[config.mk]
export PLATFORM = sky130hd
export DESIGN_NAME = texel_addr_gen
export DESIGN_NICKNAME = d
export VERILOG_FILES = /design/src/rtl/texaddr_pkg.sv /design/src/rtl/texaddr_linear.sv /design/src/rtl/texaddr_tiled.sv /design/src/rtl/texel_extract.sv /design/src/rtl/texel_addr_gen.sv
export SDC_FILE = /design/constraint.sdc
export NUM_CORES = 1
export LEC_CHECK = 0
export ABC_AREA = 1
export BUFFER_PORTS_ARGS = -buffer_cell sky130_fd_sc_hd__clkbuf_2
export CORE_ASPECT_RATIO = 1.25
export CORE_UTILIZATION = 49
export DETAILED_ROUTE_END_ITERATION = 10
export GPL_TIMING_DRIVEN = 0
export PLACE_DENSITY = 0.68
export SYNTH_ARGS = -nofsm -noshare
export SYNTH_HDL_FRONTEND = slang
export SYNTH_SLANG_ARGS = --single-unit
[constraint.sdc]
create_clock -name clk -period 9 [get_ports clk]
set_input_delay 0.9 -clock clk [delete_from_list [all_inputs] [get_ports clk]]
set_output_delay 0.9 -clock clk [all_outputs]
set_load 0.02 [all_outputs]
[src/rtl/texaddr_pkg.sv]
package texaddr_pkg;

    typedef enum logic [2:0] {
        SZ_4  = 3'd0,
        SZ_8  = 3'd1,
        SZ_16 = 3'd2,
        SZ_32 = 3'd3
    } texsz_e;

    function automatic logic size_ok(input logic [2:0] code);
        return code <= 3'd3;
    endfunction

    // log2 of texels per 32-bit word: 0 for 32-bit .. 3 for 4-bit
    function automatic logic [1:0] per_word_log2(input logic [2:0] code);
        return 2'd3 - code[1:0];
    endfunction

    typedef struct packed {
        logic        valid;
        logic [31:0] texel;
        logic        err;
    } ext_st_t;

endpackage

[src/rtl/texaddr_linear.sv]
module texaddr_linear
    import texaddr_pkg::*;
#(
    parameter int ADDR_W  = 32,
    parameter int COORD_W = 10,
    parameter int BUFW_W  = 11
) (
    input  logic [ADDR_W-1:0]  base_i,
    input  logic [COORD_W-1:0] u_i,
    input  logic [COORD_W-1:0] v_i,
    input  logic [BUFW_W-1:0]  bufw_i,
    input  logic [2:0]         size_i,
    output logic [ADDR_W-1:0]  addr_o,
    output logic [1:0]         lane_o,
    output logic               nib_hi_o
);
    logic [ADDR_W-1:0] u_x, v_x, w_x, row_x, idx_x;

    always_comb begin
        u_x      = ADDR_W'(u_i);
        v_x      = ADDR_W'(v_i);
        w_x      = ADDR_W'(bufw_i);
        row_x    = v_x * w_x;
        idx_x    = u_x + row_x;
        lane_o   = 2'd0;
        nib_hi_o = 1'b0;
        case (size_i)
            SZ_4: begin
                addr_o   = base_i + (u_x >> 1) + (row_x >> 1);
                nib_hi_o = u_i[0];
            end
            SZ_8:    addr_o = base_i + idx_x;
            SZ_16:   addr_o = base_i + (idx_x << 1);
            SZ_32:   addr_o = base_i + (idx_x << 2);
            default: addr_o = '0;
        endcase
    end

endmodule

[src/rtl/texaddr_tiled.sv]
module texaddr_tiled
    import texaddr_pkg::*;
#(
    parameter int ADDR_W    = 32,
    parameter int COORD_W   = 10,
    parameter int BUFW_W    = 11,
    parameter int TILE_ROWS = 8
) (
    input  logic [ADDR_W-1:0]  base_i,
    input  logic [COORD_W-1:0] u_i,
    input  logic [COORD_W-1:0] v_i,
    input  logic [BUFW_W-1:0]  bufw_i,
    input  logic [2:0]         size_i,
    output logic [ADDR_W-1:0]  addr_o,
    output logic [1:0]         lane_o,
    output logic               nib_hi_o
);
    localparam int ROW_BITS  = $clog2(TILE_ROWS);
    localparam int WORDS_ROW = 4;                      // 16-byte tile row
    localparam int TILE_WRDS = TILE_ROWS * WORDS_ROW;  // words per tile
    localparam int TILE_SH   = $clog2(TILE_WRDS);

    logic [ADDR_W-1:0] u_x, w_x, band_rows, wcol, word_off, band;
    logic [1:0]        shift_s;

    always_comb begin
        u_x       = ADDR_W'(u_i);
        w_x       = ADDR_W'(bufw_i);
        shift_s   = per_word_log2(size_i);
        band_rows = ADDR_W'(v_i >> ROW_BITS) * w_x;
        case (shift_s)
            2'd0:    wcol = u_x;
            2'd1:    wcol = u_x >> 1;
            2'd2:    wcol = u_x >> 2;
            default: wcol = u_x >> 3;
        endcase
        word_off = ADDR_W'({v_i[ROW_BITS-1:0], 2'b00})
                 + ADDR_W'(wcol[1:0])
                 + ((wcol >> 2) << TILE_SH);
        // band bytes = rows * TILE_ROWS * bufw * bits/8
        case (shift_s)
            2'd0:    band = band_rows << (ROW_BITS + 2);
            2'd1:    band = band_rows << (ROW_BITS + 1);
            2'd2:    band = band_rows << ROW_BITS;
            default: band = band_rows << (ROW_BITS - 1);
        endcase
        nib_hi_o = 1'b0;
        case (size_i)
            SZ_4: begin
                lane_o   = u_i[2:1];
                nib_hi_o = u_i[0];
            end
            SZ_8:    lane_o = u_i[1:0];
            SZ_16:   lane_o = {u_i[0], 1'b0};
            default: lane_o = 2'd0;
        endcase
        addr_o = base_i + (word_off << 2) + band;
    end

endmodule

[src/rtl/texel_extract.sv]
module texel_extract
    import texaddr_pkg::*;
(
    input  logic        clk,
    input  logic        rst_n,
    input  logic        rsp_valid_i,
    input  logic [31:0] rsp_word_i,
    input  logic [2:0]  rsp_size_i,
    input  logic [1:0]  rsp_lane_i,
    input  logic        rsp_hi_i,
    input  logic        rsp_null_i,
    output logic        tex_valid_o,
    output logic [31:0] texel_o,
    output logic        tex_err_o
);
    ext_st_t     st_d, st_q;
    logic [31:0] shifted;

    always_comb begin
        st_d       = st_q;
        st_d.valid = rsp_valid_i;
        shifted    = rsp_word_i >> {rsp_lane_i, 3'b000};
        if (rsp_valid_i) begin
            st_d.err = !size_ok(rsp_size_i);
            case (rsp_size_i)
                SZ_4:    st_d.texel = {28'd0, rsp_hi_i ? shifted[7:4] : shifted[3:0]};
                SZ_8:    st_d.texel = {24'd0, shifted[7:0]};
                SZ_16:   st_d.texel = {16'd0, shifted[15:0]};
                SZ_32:   st_d.texel = rsp_word_i;
                default: st_d.texel = '0;
            endcase
            if (rsp_null_i) st_d.texel = '0;
        end
    end

    always_ff @(posedge clk) begin
        if (!rst_n) st_q <= '0;
        else        st_q <= st_d;
    end

    assign tex_valid_o = st_q.valid;
    assign texel_o     = st_q.texel;
    assign tex_err_o   = st_q.err;

    p_valid_lat_r7: assert property (@(posedge clk) disable iff (!rst_n)
        rsp_valid_i |=> tex_valid_o);
    p_hold_r7: assert property (@(posedge clk) disable iff (!rst_n)
        !rsp_valid_i |=> !tex_valid_o && $stable(texel_o) && $stable(tex_err_o));
    p_half_width_r7: assert property (@(posedge clk) disable iff (!rst_n)
        rsp_valid_i && rsp_size_i == SZ_16 |=> texel_o[31:16] == 16'd0);
    p_null_zero_r8: assert property (@(posedge clk) disable iff (!rst_n)
        rsp_valid_i && rsp_null_i |=> texel_o == 32'd0);
    p_bad_size_r6: assert property (@(posedge clk) disable iff (!rst_n)
        rsp_valid_i && rsp_size_i[2] |=> tex_err_o && texel_o == 32'd0);

endmodule

[src/rtl/texel_addr_gen.sv]
module texel_addr_gen
    import texaddr_pkg::*;
#(
    parameter int ADDR_W  = 32,
    parameter int COORD_W = 10,
    parameter int BUFW_W  = 11
) (
    input  logic               clk,
    input  logic               rst_n,
    input  logic [ADDR_W-1:0]  base_i,
    input  logic [COORD_W-1:0] u_i,
    input  logic [COORD_W-1:0] v_i,
    input  logic [BUFW_W-1:0]  bufw_i,
    input  logic [2:0]         size_i,
    input  logic               swz_en_i,
    output logic [ADDR_W-1:0]  addr_o,
    output logic [1:0]         lane_o,
    output logic               nib_hi_o,
    output logic               addr_err_o,
    input  logic               rsp_valid_i,
    input  logic [31:0]        rsp_word_i,
    input  logic [2:0]         rsp_size_i,
    input  logic [1:0]         rsp_lane_i,
    input  logic               rsp_hi_i,
    input  logic               rsp_null_i,
    output logic               tex_valid_o,
    output logic [31:0]        texel_o,
    output logic               tex_err_o
);
    logic [ADDR_W-1:0] lin_addr, til_addr;
    logic [1:0]        lin_lane, til_lane;
    logic              lin_hi, til_hi;

    texaddr_linear #(.ADDR_W(ADDR_W), .COORD_W(COORD_W), .BUFW_W(BUFW_W)) u_lin (
        .base_i(base_i), .u_i(u_i), .v_i(v_i), .bufw_i(bufw_i), .size_i(size_i),
        .addr_o(lin_addr), .lane_o(lin_lane), .nib_hi_o(lin_hi)
    );

    texaddr_tiled #(.ADDR_W(ADDR_W), .COORD_W(COORD_W), .BUFW_W(BUFW_W)) u_til (
        .base_i(base_i), .u_i(u_i), .v_i(v_i), .bufw_i(bufw_i), .size_i(size_i),
        .addr_o(til_addr), .lane_o(til_lane), .nib_hi_o(til_hi)
    );

    always_comb begin
        addr_err_o = !size_ok(size_i);
        if (addr_err_o) begin
            addr_o   = '0;
            lane_o   = 2'd0;
            nib_hi_o = 1'b0;
        end else if (swz_en_i) begin
            addr_o   = til_addr;
            lane_o   = til_lane;
            nib_hi_o = til_hi;
        end else begin
            addr_o   = lin_addr;
            lane_o   = lin_lane;
            nib_hi_o = lin_hi;
        end
    end

    texel_extract u_ext (
        .clk(clk), .rst_n(rst_n),
        .rsp_valid_i(rsp_valid_i), .rsp_word_i(rsp_word_i), .rsp_size_i(rsp_size_i),
        .rsp_lane_i(rsp_lane_i), .rsp_hi_i(rsp_hi_i), .rsp_null_i(rsp_null_i),
        .tex_valid_o(tex_valid_o), .texel_o(texel_o), .tex_err_o(tex_err_o)
    );

    p_plain_lane_r1: assert property (@(posedge clk) disable iff (!rst_n)
        !swz_en_i && size_i inside {SZ_8, SZ_16, SZ_32} |-> lane_o == 2'd0 && !nib_hi_o);
    p_tiled_lane_r4: assert property (@(posedge clk) disable iff (!rst_n)
        swz_en_i && size_i == SZ_16 |-> lane_o[0] == 1'b0 && lane_o[1] == u_i[0]);
    p_nibble_r5: assert property (@(posedge clk) disable iff (!rst_n)
        size_i == SZ_4 |-> nib_hi_o == u_i[0]);
    p_err_zero_r6: assert property (@(posedge clk) disable iff (!rst_n)
        size_i[2] |-> addr_err_o && addr_o == '0 && lane_o == 2'd0);

endmodule

==> results.sh <==
export IMPL_fin_worst_skew_ns=0
export IMPL_ys_types=47
export IMPL_outcome="finished, final reports clean"
export IMPL_first_pass_iters=6
export IMPL_ys_flop_type="dfxtp_1"
export IMPL_cts_sinks=34
export IMPL_clockRootBuffer="clkbuf_16"
export IMPL_crit_arrival_ns=8.04
export IMPL_start_util_pct=49.9
export IMPL_critPathLaunchType="input pin"
export IMPL_track_usage_pct=39.9
export IMPL_yosys_area_top_type="nand2_1"
export IMPL_chipWidth_um=181
export IMPL_report_final_setup_viol=0
export IMPL_finalHoldViolCount=0
export IMPL_max_freq_ghz=0.112
export IMPL_max_stage_delay_ns=0.57
export IMPL_ys_warnings_count=0
export IMPL_cts_path_max_buffers=2
export IMPL_grt_pass1_vias=23300
export IMPL_tightest_slew_ns=1.19
export IMPL_portBuffers=160
export IMPL_drt_iter0_drc=2079
export IMPL_yosysTopAreaCellShare_pct=22.2
export IMPL_ff2ff_setup_slack_ns=8.32
export IMPL_async_flop_share_pct=0
export IMPL_met1Wirelength_mm=29.4
export IMPL_clkTransAtPathRegs_ns=0.05
export IMPL_ys_ff_latch=34
export IMPL_path_delay_family="adder cells"
export IMPL_drive_gt1_share_pct=16.1
export IMPL_antenna_found_initial=3
export IMPL_report_final_slew_viol_count=0
export IMPL_fin_crit_sh_pct=99.3
export IMPL_cp_required_ns=8.10
export IMPL_core_um2=39200
export IMPL_via_per_inst=5.62
export IMPL_area_delta_synth_final_pct=18.6
export IMPL_wl_met3_mm=6.90
export IMPL_dp_cells=4240
export IMPL_dr_wl_met2_mm=38.7
export IMPL_slew_limit_headroom_pct=20.5
export IMPL_post_drt_wl_per_cell_um=19.4
export IMPL_routed_via_count=24100
export IMPL_syn_mean_instance_area_um2=5.47
export IMPL_diodes=0
export IMPL_rsz0062_at_grt="true"
export IMPL_grt_overflow=0
export IMPL_drc=0
export IMPL_grt_max_degree=12
export IMPL_gp_congestion=1.15
export IMPL_holdWs_ns=0.462
export IMPL_min_path_type="register to register"
export IMPL_worst_path_buf_inv=12
export IMPL_totalWireLength_mm=83.1
export IMPL_cap_violations=0
export IMPL_die_h_um=226
export IMPL_htree_levels=2
export IMPL_synth_nets=4017
export IMPL_fin_crit_ns=8.94
export IMPL_cts_buffers=5
export IMPL_highest_layer="met5"
export IMPL_die_area_um2=40800
export IMPL_path_max_fanout=11
export IMPL_yosysMostFrequentCell="nand2_1"
export IMPL_ios=179
export IMPL_synth_commonest_cells="1159 x nand2_1, 686 x inv_1, 319 x nor2_1"
export IMPL_dp_hpwl_mm=67.7
export IMPL_end_kind="output pin"
export IMPL_drtAntennaViolNets=0
export IMPL_yosys_top_cells_area="nand2_1 22%, ha_1 13%, inv_1 13%"
export IMPL_crit_type="input pin to output pin"
export IMPL_critPathSlowestCell="fa_1"
export IMPL_rows=81
export IMPL_clk_latency_ns=0.28
export IMPL_synthesis_area_um2=19600
export IMPL_cts_tree="done"
export IMPL_cpMostUsedCell="inv_2"
export IMPL_hold_buffers=0
export IMPL_syn_inst=3582
export IMPL_nets=4227
export IMPL_utilization_pct=59.3
export IMPL_instances_no_fill=4291
export IMPL_seq_area_frac_synth_pct=3.47
export IMPL_grt_pass1_wl_mm=125
export IMPL_synth_edff_count=0
-- cells in the final DEF, fill, tap and decap left out, drive strengths merged, types with 29 or more instances in the layout --
| cell | instances |
|---|---|
| inv | 722 |
| nand2 | 1178 |
| dfxtp | 34 |
| nand3b | 29 |
| ha | 211 |
| a21oi | 194 |
| nand4 | 36 |
| buf | 91 |
| nand3 | 289 |
| nor2 | 336 |
| nor3 | 46 |
| fa | 115 |
| clkbuf | 191 |
| o21ai | 152 |
-- layer usage --
metal / GRT usage [%] / vias up
li1: - / 11600
met1: 41.2 / 10900
met2: 70.3 / 1114
met3: 8.11 / 437
met4: 32.7 / 4
met5: 0 / -
-- state kept, by name (all words and copies together) (netlist names) --
signal,cells
u_ext.tex_valid_o,1
u_ext.texel_o,32
u_ext.tex_err_o,1
-- area by class of cell --
type                       count  area (µm²)
timing repair buffer         208        1330
sequential                    34         681
multi-input combinational   2749       17400
clock inverter                 1        5.00
fill                        4152       16000
clock buffer                   7         143
buffer                        67         363
tap                          498         623
inverter                     727        2750
-- cell families (layout without fill, tap and decap cells) --
group	after synthesis	in the layout	synth area share, %
AOI/OAI and AO/OA	430	430	12.1
and+or+nand+nor	1948	1948	41.7
DFF	34	34	3.47
xor gates and xnor gates	45	45	2.01
adders and majority gates	326	326	25.2
buffers and inverters	799	1010	15.5
-- through the flow --
stage / setup WS, ns / TNS, ns / area (µm²)
global placement: -1.53 / -24.91 / 21000
floorplan: 0.350 / 0 / 19600
detailed placement: -1.54 / -25.62 / 21000
CTS: 0.000671 / 0 / 22200
finish: 0.0643 / 0 / 23200
global route: -0.196 / -1.80 / 23200
-- tightest hold or removal path, delay by kind of cell (launching register included) --
kind | cells | cell delay (ns)
flip-flops | 1 | 0.30
AND/OR/NAND/NOR | 1 | 0.06
AO/OA/AOI/OAI | 1 | 0.05
-- path summary, 6_finish.rpt --
kind / start / end / depth (start not counted)
setup / recovery: v_i[6] / addr_o[25] / 42
hold / removal: u_ext.texel_o[0] / u_ext.texel_o[0] / 2
setup reg to reg: u_ext.texel_o[21] / u_ext.texel_o[21] / 2
hold reg to reg: u_ext.texel_o[0] / u_ext.texel_o[0] / 2
-- what timing repair did --
action / 4_1_cts / 5_1_grt
pin swaps: 47 / 79
setup buffers: 30 / 18
setup endpoints to repair: 23 / 22
resized for setup: 178 / 251
hold endpoints to repair: 0 / 0
Power is left out: the tool's default activity adds up to more than one toggle a clock period on the data nets, which glitch-free logic cannot reach.
